## src/rtl/route_pkg.sv

```systemverilog
package route_pkg;

   typedef enum logic [2:0] {
      RS_OK       = 3'd0,
      RS_FUNC     = 3'd1,
      RS_PARAM    = 3'd2,
      RS_BAD_SRC  = 3'd3,
      RS_BAD_TGT  = 3'd4,
      RS_BAD_PRIO = 3'd5
   } route_status_e;

   typedef enum logic {
      PH_IDLE = 1'b0,
      PH_EXEC = 1'b1
   } route_phase_e;

   localparam int          PRIO_W      = 8;
   localparam logic [7:0]  PRIO_RESET  = 8'hFF;
   localparam int          PRIO_USABLE = 7;
   localparam int          QPRIO_SHIFT = 3;
   localparam logic [31:0] OWNER_BASE  = 32'h0000_0400;
   localparam int          FL_MASK     = 0;
   localparam int          FL_DATA     = 1;

endpackage

```

## src/rtl/route_table.sv

```systemverilog
module route_table #(
   parameter  int NUM_SRC  = 24,
   parameter  int NUM_CPUS = 6,
   parameter  int QIDX_W   = 6,
   parameter  int DATA_W   = 32,
   localparam int TIDX_W   = (NUM_SRC > 1) ? $clog2(NUM_SRC) : 1
) (
   input  logic              clk,
   input  logic              rst_n,
   input  logic [TIDX_W-1:0] rd_idx,
   output logic              rd_valid,
   output logic              rd_masked,
   output logic [QIDX_W-1:0] rd_qidx,
   output logic [DATA_W-1:0] rd_data,
   input  logic              wr_en,
   input  logic [TIDX_W-1:0] wr_idx,
   input  logic              wr_masked,
   input  logic [QIDX_W-1:0] wr_qidx,
   input  logic [DATA_W-1:0] wr_data
);

   logic [NUM_SRC-1:0] ent_valid;
   logic [NUM_SRC-1:0] ent_masked;
   logic [QIDX_W-1:0]  ent_qidx [NUM_SRC];
   logic [DATA_W-1:0]  ent_data [NUM_SRC];

   for (genvar i = 0; i < NUM_SRC; i++) begin : g_ent
      localparam bit BOOT_ON = (i < NUM_CPUS);
      logic              v_q;
      logic              m_q;
      logic [QIDX_W-1:0] q_q;
      logic [DATA_W-1:0] d_q;

      always_ff @(posedge clk or negedge rst_n) begin
         if (!rst_n) begin
            v_q <= BOOT_ON;
            m_q <= BOOT_ON;
            q_q <= '0;
            d_q <= '0;
         end else if (wr_en && (wr_idx == TIDX_W'(i))) begin
            v_q <= 1'b1;
            m_q <= wr_masked;
            q_q <= wr_qidx;
            d_q <= wr_data;
         end
      end

      assign ent_valid[i]  = v_q;
      assign ent_masked[i] = m_q;
      assign ent_qidx[i]   = q_q;
      assign ent_data[i]   = d_q;
   end

   if ((1 << TIDX_W) == NUM_SRC) begin : g_rd_direct
      assign rd_valid  = ent_valid[rd_idx];
      assign rd_masked = ent_masked[rd_idx];
      assign rd_qidx   = ent_qidx[rd_idx];
      assign rd_data   = ent_data[rd_idx];
   end else begin : g_rd_guard
      logic in_rng;
      assign in_rng    = (32'(rd_idx) < NUM_SRC);
      assign rd_valid  = in_rng ? ent_valid[rd_idx]  : 1'b0;
      assign rd_masked = in_rng ? ent_masked[rd_idx] : 1'b0;
      assign rd_qidx   = in_rng ? ent_qidx[rd_idx]   : '0;
      assign rd_data   = in_rng ? ent_data[rd_idx]   : '0;
   end

endmodule

```

## src/rtl/route_check.sv

```systemverilog
module route_check
   import route_pkg::*;
#(
   parameter int NUM_SRC  = 24,
   parameter int NUM_CPUS = 6,
   parameter int SRCN_W   = 16,
   parameter int TGT_W    = 32,
   parameter int FLAG_W   = 8
) (
   input  logic              mode_en,
   input  logic              is_set,
   input  logic [FLAG_W-1:0] flags,
   input  logic [SRCN_W-1:0] src,
   input  logic              entry_valid,
   input  logic [PRIO_W-1:0] prio,
   input  logic [TGT_W-1:0]  target,
   output route_status_e     status,
   output logic              reset_code
);

   localparam logic [FLAG_W-1:0] SET_ALLOWED = FLAG_W'((1 << FL_MASK) | (1 << FL_DATA));

   logic flag_bad, src_bad, prio_bad, tgt_bad;

   always_comb begin
      reset_code = (prio == PRIO_RESET);
      flag_bad   = is_set ? (|(flags & ~SET_ALLOWED)) : (|flags);
      src_bad    = (32'(src) >= NUM_SRC) || !entry_valid;
      prio_bad   = !reset_code && (prio >= PRIO_W'(PRIO_USABLE));
      tgt_bad    = (target >= TGT_W'(NUM_CPUS));

      if (!mode_en)          status = RS_FUNC;
      else if (flag_bad)     status = RS_PARAM;
      else if (src_bad)      status = RS_BAD_SRC;
      else if (!is_set)      status = RS_OK;
      else if (reset_code)   status = RS_OK;
      else if (prio_bad)     status = RS_BAD_PRIO;
      else if (tgt_bad)      status = RS_BAD_TGT;
      else                   status = RS_OK;
   end

endmodule

```

## src/rtl/route_ctl.sv

```systemverilog
module route_ctl
   import route_pkg::*;
#(
   parameter  int NUM_SRC  = 24,
   parameter  int NUM_CPUS = 6,
   parameter  int SRCN_W   = 16,
   parameter  int TGT_W    = 32,
   parameter  int DATA_W   = 32,
   parameter  int FLAG_W   = 8,
   localparam int QIDX_W   = $clog2(NUM_CPUS * 8),
   localparam int TIDX_W   = (NUM_SRC > 1) ? $clog2(NUM_SRC) : 1
) (
   input  logic              clk,
   input  logic              rst_n,
   input  logic              mode_en,
   input  logic              req_valid,
   output logic              req_ready,
   input  logic              req_set,
   input  logic [FLAG_W-1:0] req_flags,
   input  logic [SRCN_W-1:0] req_src,
   input  logic [TGT_W-1:0]  req_target,
   input  logic [7:0]        req_prio,
   input  logic [DATA_W-1:0] req_data,
   output logic [QIDX_W-1:0] qd_rd_idx,
   input  logic [TGT_W-1:0]  qd_owner,
   input  logic [7:0]        qd_prio,
   output logic              resp_valid,
   output logic [2:0]        resp_status,
   output logic [TGT_W-1:0]  resp_target,
   output logic [7:0]        resp_prio,
   output logic [DATA_W-1:0] resp_data
);

   if (NUM_CPUS < 1 || NUM_SRC < NUM_CPUS || FLAG_W < 2 || SRCN_W < TIDX_W ||
       SRCN_W > 32 || TGT_W > 32 || TGT_W < QIDX_W + 1 || TGT_W < PRIO_W) begin : g_bad_cfg
      $error("route_ctl: parameter set out of range");
   end

   route_phase_e      phase;
   logic              cmd_set;
   logic [FLAG_W-1:0] cmd_flags;
   logic [SRCN_W-1:0] cmd_src;
   logic [TGT_W-1:0]  cmd_tgt;
   logic [7:0]        cmd_prio;
   logic [DATA_W-1:0] cmd_data;
   logic              accept;

   assign req_ready = (phase == PH_IDLE);
   assign accept    = req_valid && req_ready;

   always_ff @(posedge clk or negedge rst_n) begin
      if (!rst_n) begin
         phase     <= PH_IDLE;
         cmd_set   <= 1'b0;
         cmd_flags <= '0;
         cmd_src   <= '0;
         cmd_tgt   <= '0;
         cmd_prio  <= '0;
         cmd_data  <= '0;
      end else begin
         phase <= accept ? PH_EXEC : PH_IDLE;
         if (accept) begin
            cmd_set   <= req_set;
            cmd_flags <= req_flags;
            cmd_src   <= req_src;
            cmd_tgt   <= req_target;
            cmd_prio  <= req_prio;
            cmd_data  <= req_data;
         end
      end
   end

   logic              rd_valid, rd_masked;
   logic [QIDX_W-1:0] rd_qidx;
   logic [DATA_W-1:0] rd_data;
   logic              wr_en, wr_masked;
   logic [QIDX_W-1:0] wr_qidx;
   logic [DATA_W-1:0] wr_data;
   route_status_e     chk_status;
   logic              reset_code;

   route_table #(
      .NUM_SRC  (NUM_SRC),
      .NUM_CPUS (NUM_CPUS),
      .QIDX_W   (QIDX_W),
      .DATA_W   (DATA_W)
   ) u_table (
      .clk       (clk),
      .rst_n     (rst_n),
      .rd_idx    (cmd_src[TIDX_W-1:0]),
      .rd_valid  (rd_valid),
      .rd_masked (rd_masked),
      .rd_qidx   (rd_qidx),
      .rd_data   (rd_data),
      .wr_en     (wr_en),
      .wr_idx    (cmd_src[TIDX_W-1:0]),
      .wr_masked (wr_masked),
      .wr_qidx   (wr_qidx),
      .wr_data   (wr_data)
   );

   route_check #(
      .NUM_SRC  (NUM_SRC),
      .NUM_CPUS (NUM_CPUS),
      .SRCN_W   (SRCN_W),
      .TGT_W    (TGT_W),
      .FLAG_W   (FLAG_W)
   ) u_check (
      .mode_en     (mode_en),
      .is_set      (cmd_set),
      .flags       (cmd_flags),
      .src         (cmd_src),
      .entry_valid (rd_valid),
      .prio        (cmd_prio),
      .target      (cmd_tgt),
      .status      (chk_status),
      .reset_code  (reset_code)
   );

   assign qd_rd_idx = rd_qidx;

   always_comb begin
      wr_en = (phase == PH_EXEC) && cmd_set && (chk_status == RS_OK);
      if (reset_code) begin
         wr_masked = 1'b1;
         wr_qidx   = '0;
         wr_data   = '0;
      end else begin
         wr_masked = cmd_flags[FL_MASK];
         wr_qidx   = QIDX_W'((cmd_tgt << QPRIO_SHIFT) + TGT_W'(cmd_prio));
         wr_data   = cmd_flags[FL_DATA] ? cmd_data : rd_data;
      end
   end

   logic get_ok;
   assign get_ok = !cmd_set && (chk_status == RS_OK);

   always_ff @(posedge clk or negedge rst_n) begin
      if (!rst_n) begin
         resp_valid  <= 1'b0;
         resp_status <= 3'd0;
         resp_target <= '0;
         resp_prio   <= '0;
         resp_data   <= '0;
      end else begin
         resp_valid <= (phase == PH_EXEC);
         if (phase == PH_EXEC) begin
            resp_status <= chk_status;
            resp_target <= get_ok ? (qd_owner - TGT_W'(OWNER_BASE)) : '0;
            resp_prio   <= get_ok ? (rd_masked ? PRIO_RESET : qd_prio) : '0;
            resp_data   <= get_ok ? rd_data : '0;
         end
      end
   end

endmodule

```

## config.mk

```make
export PLATFORM = sky130hd
export DESIGN_NAME = route_ctl
export DESIGN_NICKNAME = d
export VERILOG_FILES = /design/src/rtl/route_pkg.sv /design/src/rtl/route_table.sv /design/src/rtl/route_check.sv /design/src/rtl/route_ctl.sv
export SDC_FILE = /design/constraint.sdc
export NUM_CORES = 2
export LEC_CHECK = 0
export BUFFER_PORTS_ARGS = -buffer_cell sky130_fd_sc_hd__buf_4
export CAP_MARGIN = 20
export CORE_ASPECT_RATIO = 1.1
export CORE_MARGIN = 2
export CORE_UTILIZATION = 45
export DETAILED_ROUTE_END_ITERATION = 10
export PLACE_DENSITY_LB_ADDON = 0.12
export SYNTH_ARGS = -nofsm -noshare
export SYNTH_HDL_FRONTEND = slang
export SYNTH_SLANG_ARGS = --single-unit
```

## constraint.sdc

```tcl
create_clock -name clk -period 4.2 [get_ports clk]
set_clock_uncertainty 0.05 [all_clocks]
set_input_delay 0.84 -clock clk [delete_from_list [all_inputs] [get_ports clk]]
set_output_delay 0.84 -clock clk [all_outputs]
set_load 0.02 [all_outputs]
```

Word-level counts from Yosys, hierarchy flattened
Cells that the tools add are included.
{"block": "word_totals", "ff_bits": 1128, "inputBits": 141}
{"block": "classes", "add_sub_neg": 2, "n_lt_le_gt_ge": 6, "eq_ne": 24, "n_mux": 31, "n_bitwise": 2, "reduce_logical": 37}
{"cell": "$mux 32", "count": 7}
{"cell": "$bmux 32 s5", "count": 1}
{"cell": "$eq 5x4->1 const B", "count": 8}
{"cell": "$eq 5x5->1 const B", "count": 8}
{"cell": "$ge 32x3->1 const B", "count": 1}
{"cell": "$sub 32x11->32 const B", "count": 1}
{"cell": "$bmux 6 s5", "count": 1}
{"cell": "$logic_and 1x1->1", "count": 29}
{"cell": "$mux 6", "count": 4}
{"cell": "$mux 3", "count": 7}
{"cell": "$eq 5x3->1 const B", "count": 4}
{"cell": "$ge 16x5->1 const B", "count": 1}
{"cell": "$mux 8", "count": 2}
{"cell": "$bmux 1 s5", "count": 2}
{"cell": "$eq 5x2->1 const B", "count": 2}
{"cell": "$eq 8x8->1 const B", "count": 1}
{"cell": "$ge 8x3->1 const B", "count": 1}
{"cell": "$reduce_or 8->1", "count": 1}
{"cell": "$mux 1", "count": 7}
{"cell": "$add 6x6->6", "count": 1}
{"cell": "$ge 6x6->1 const B", "count": 1}
{"cell": "$lt 5x6->1 const B", "count": 1}
{"cell": "$not 5->6", "count": 1}
{"cell": "$reduce_or 6->1", "count": 1}
{"cell": "7 further kinds", "count": 9}

Logic depth before layout (Yosys ltp)
{"block": "logic_depth", "ltp_word": 12, "depth_mapped": 13}

Hierarchy
Synthesis repeated with hierarchy kept, for this count alone.
{"block": "unflattened", "cells_unflattened": 3389, "area_unflattened_um2": 50724.9}
{"mod": "route_table", "instances": 1, "cells_per_inst": 2816, "area_per_inst_um2": 43208.9, "seq_area_each_um2": 23880.4}
{"mod": "route_ctl", "instances": 1, "cells_per_inst": 539, "area_per_inst_um2": 7293.2, "seq_area_each_um2": 4354.2}
{"mod": "route_check", "instances": 1, "cells_per_inst": 34, "area_per_inst_um2": 222.7, "seq_area_each_um2": 0.0}

Worst setup path before layout
Ideal clock, no wire load.
{"block": "synth_path", "path_type": "register to output", "from": "register cmd_src[0]", "to": "output qd_rd_idx[0]", "t_arrival_ps": 2765, "setup_slack_ps": 545, "path_stages_with_launch": 11, "n_path_buf": 6, "path_cell_list": "dfrtp_1 > buf_2 > buf_4 > buf_4 > buf_4 > buf_4 > buf_2 > mux4_2 > mux4_2 > nand2_1 > o21ai_0"}
{"block": "synth_via", "elab_chain_len": 5}
{"element": "from (decl)", "line_no": "route_ctl.sv:42", "rtl": "logic [SRCN_W-1:0] cmd_src;"}
{"element": "from (signal assigned)", "line_no": "route_ctl.sv:65", "rtl": "cmd_src <= req_src;"}
{"element": "$not 5->6 (not written as such)", "line_no": "route_table.sv:64", "rtl": "assign rd_qidx = in_rng ? ent_qidx[rd_idx] : '0;"}
{"element": "$bmux 6 s5", "line_no": "route_table.sv:64"}
{"element": "$mux 6 (not written as such) (2 in a row)", "line_no": "route_table.sv:64"}
{"element": "$mux 6 *", "line_no": "route_table.sv:64"}
{"element": "to (decl)", "line_no": "route_ctl.sv:24", "rtl": "output logic [QIDX_W-1:0] qd_rd_idx,"}
Every way passes the cells marked *; elsewhere a longest branch is shown, timed or not. The select of a mux whose other input is x is not followed.

Worst setup path after layout
{"block": "layout_path", "from": "register cmd_src[1]", "to": "output qd_rd_idx[3]"}
The elaborated chain is that of the path after synthesis.

==> impl_metrics.env <==
export IMPL_status="finished clean"
export IMPL_yosys_top_cells_count="dfrtp_1 (1,122), nand2_1 (971), o21ai_0 (764), clkbuf_1 (348), o21ai_1 (194)"
export IMPL_grt_pass1_vias=37100
export IMPL_rsz0062_at_grt="false"
export IMPL_maxSlewViolCount=0
export IMPL_crit_type="reg2out"
export IMPL_combPwrFrac=0.112
export IMPL_synth_top_flop_cell="dfrtp_1"
export IMPL_maxSlewHeadroom=0.192
export IMPL_timing_final_ws_setup_ns=0.0890
export IMPL_hold_path_class="in2async"
export IMPL_antenna_found_initial=9
export IMPL_clock_power_share=0.439
export IMPL_finalHoldViolCount=0
export IMPL_h_tree_depth=3
export IMPL_powerDensity_mw_per_mm2=434
export IMPL_syn_to_final_growth_pct=16.9
export IMPL_drtAntennaViolNets=0
export IMPL_cts_hold_buf=0
export IMPL_power_mw=24.9
export IMPL_p_leak_nw=25.4
export IMPL_p_sw_mw=6.55
export IMPL_fill_cells=9611
export IMPL_grt_pass1_wl_mm=249
export IMPL_core_area_mm2=0.108
export IMPL_wl_mm=166
export IMPL_initial_utilization=0.455
export IMPL_portBuffers=223
export IMPL_final_util=0.532
export IMPL_drive_gt1_frac=0.214
export IMPL_drt_iter0_drc=3543
export IMPL_clk_latency_ns=0.73
export IMPL_crit_fanout=50
export IMPL_synth_top_area_cell="dfrtp_1"
export IMPL_power_switching_share=0.263
export IMPL_netlist_instances=4459
export IMPL_top_layer_used="met5"
export IMPL_clock_sinks=1128
export IMPL_pre_cts_slack_ns=0.487
export IMPL_syn_area_per_cell_um2=11.0
export IMPL_vias=36600
export IMPL_place_hpwl_mm=95.6
export IMPL_critPathCaptureType="primary output"
export IMPL_synth_area_mm2=0.0490
export IMPL_syn_nets=4603
export IMPL_ys_types=61
export IMPL_p_int_mw=18.3
export IMPL_gr_total_overflow=0
export IMPL_die_x_um=319
export IMPL_yosysWarnings=0
export IMPL_fin_crit_sh=0.979
export IMPL_avgRoutedWirePerCell_um=27.3
export IMPL_ir_drop_uv=340
export IMPL_seq_power_share=0.450
export IMPL_chipHeight_um=350
export IMPL_path_clk_slew_ns=0.06
export IMPL_placed_cell_area_mm2=0.0532
export IMPL_ios=224
export IMPL_r2r_slack_ns=0.47
export IMPL_worstPathArrival_ns=3.22
export IMPL_grt_max_degree=107
export IMPL_synth_most_common_cell="dfrtp_1"
export IMPL_maxClockFrequency_ghz=0.243
export IMPL_final_area_mm2=0.0572
export IMPL_ys_seq_area_frac=0.577
export IMPL_required_ns=3.31
export IMPL_cts_root_buffer="clkbuf_16"
export IMPL_rr_worst_depth=7
export IMPL_grt_use_total=0.301
export IMPL_reg2reg_to="u_table.g_ent[18].d_q[0]$_DFFE_PN0P_"
export IMPL_clk_path_buf_depth=3
export IMPL_synthTopCellsByArea="dfrtp_1 (57%), o21ai_0 (7.8%), mux4_2 (7.7%), nand2_1 (7.4%), mux2i_1 (3.3%)"
export IMPL_synth_top_cell_area_share=0.573
export IMPL_drv_cap=0
export IMPL_vias_per_cell=6.02
export IMPL_gp_congestion=0.814
export IMPL_setup_viol=0
export IMPL_crit_start="cmd_src[1]$_DFFE_PN0P_"
export IMPL_tns_ns=0
export IMPL_drtPass1Iterations=5
export IMPL_async_reset_ff_frac=1.00
export IMPL_timing_rr_start="cmd_src[1]$_DFFE_PN0P_"
export IMPL_wl_met1_mm=70.2
export IMPL_tightest_slew_ns=1.21
export IMPL_cp_start_kind="flop"
export IMPL_placementRows=126
export IMPL_synth_seq_cells=1128
export IMPL_synth_edf_count=0
export IMPL_dieArea_mm2=0.111
export IMPL_cts_tree="done"
export IMPL_nets=4727
export IMPL_endpoint="qd_rd_idx[3]"
export IMPL_met3_length_mm=11.1
export IMPL_cts_buffers_inserted=117
export IMPL_drc=0
export IMPL_wl_met2_mm=79.3
export IMPL_min_period_ns=4.11
-- logic make-up after synthesis --
logic type | synth area share
buffers and inverters | 0.0371
adder cells (fa/ha/maj) | 0.000920
multiplexers | 0.132
XOR/XNOR | 0.00376
AND/OR/NAND/NOR | 0.101
AO/OA/AOI/OAI | 0.149
flip-flops | 0.577
-- placed cells by master (no fill, tap or decap), types with 32 or more instances in the layout --
cell / n
o21ai_1: 194
o21bai_1: 32
mux4_2: 168
clkbuf_16: 119
a22oi_1: 131
dfrtp_1: 1118
mux2_2: 95
mux2i_1: 160
nand3_1: 67
buf_4: 396
nand2_1: 970
o21ai_0: 764
a22o_1: 70
buf_12: 35
-- how the worst min path moves through the flow --
| stage | cells past startpoint | endpoint | slack (ns) | from |
|---|---|---|---|---|
| detailed placement | 0 | u_table.g_ent[7].v_q$_DFFE_PN0P_ | 0.32 | u_table.g_ent[7].v_q$_DFFE_PN0P_ |
| finish | 1 | resp_target[22]$_DFFE_PN0P_ | 0.07 | rst_n |
| global placement | 0 | u_table.g_ent[22].v_q$_DFFE_PN0P_ | 0.31 | u_table.g_ent[22].v_q$_DFFE_PN0P_ |
| global route | 1 | resp_target[22]$_DFFE_PN0P_ | 0.1 | rst_n |
| CTS | 1 | resp_target[22]$_DFFE_PN0P_ | 0.05 | rst_n |
| floorplan | 0 | resp_valid$_DFF_PN0_ | 0.38 | phase$_DFF_PN0_ |
-- through the flow --
stage,hold slack (ns),instances
5_1_grt,0.0992,6089
2_1_floorplan,0.376,4459
4_1_cts,0.0518,6089
3_5_place_dp,0.316,5871
6_report,0.0694,6092
3_3_place_gp,0.314,5871
-- timing repair --
item                                    in CTS  in global routing
setup buffers                                1                  0
gates resized for setup                      0                  0
endpoints found under the setup margin       5                  0
-- registers in the layout, indices dropped and copies added (netlist names), 3 cells and up --
name and flops:
resp_data 32, cmd_flags 8, u_table.g_ent.v_q 18, u_table.g_ent.m_q 24, resp_target 32, cmd_src 16, u_table.g_ent.q_q 144, cmd_tgt 32
u_table.g_ent.d_q 768, cmd_prio 8, cmd_data 32, resp_status 3, resp_prio 8
-- final cells by class --
cell class	count	area, um2	area share
inverters	7	27.5	0.000481
flip-flops and latches	1128	28200	0.493
repair buffers	432	3690	0.0644
clock inverters	52	618	0.0108
diodes	3	7.51	0.000131
well taps	1408	1760	0.0308
clock buffers	165	3400	0.0594
multi-input cells	2897	19500	0.340
-- power by group through the flow --
stage | sequential [mW] | combinational, mW | clock [mW]
after global placement | 11.4 | 2.75 | 0
after floorplan | 11.3 | 1.57 | 0
after global routing | 11.2 | 2.95 | 11.5
final | 11.2 | 2.77 | 10.9
after CTS | 11.2 | 2.77 | 11.0
after detailed placement | 11.4 | 2.74 | 0
-- critical path, stage by stage (launching register included) --
cell     delay (ns)
dfrtp_4        0.96
mux4_2         0.44
mux4_2         0.54
nand2_1        0.12
o21ai_0        0.09
buf_4          0.15
buf_4          0.15
-- per-layer routing --
layer / up-vias / GRT usage
met5: - / 0
met4: 4 / 0.108
met3: 333 / 0.0470
met2: 1348 / 0.491
met1: 19000 / 0.409
li1: 16000 / -
Power figures use the tool's default switching activity.
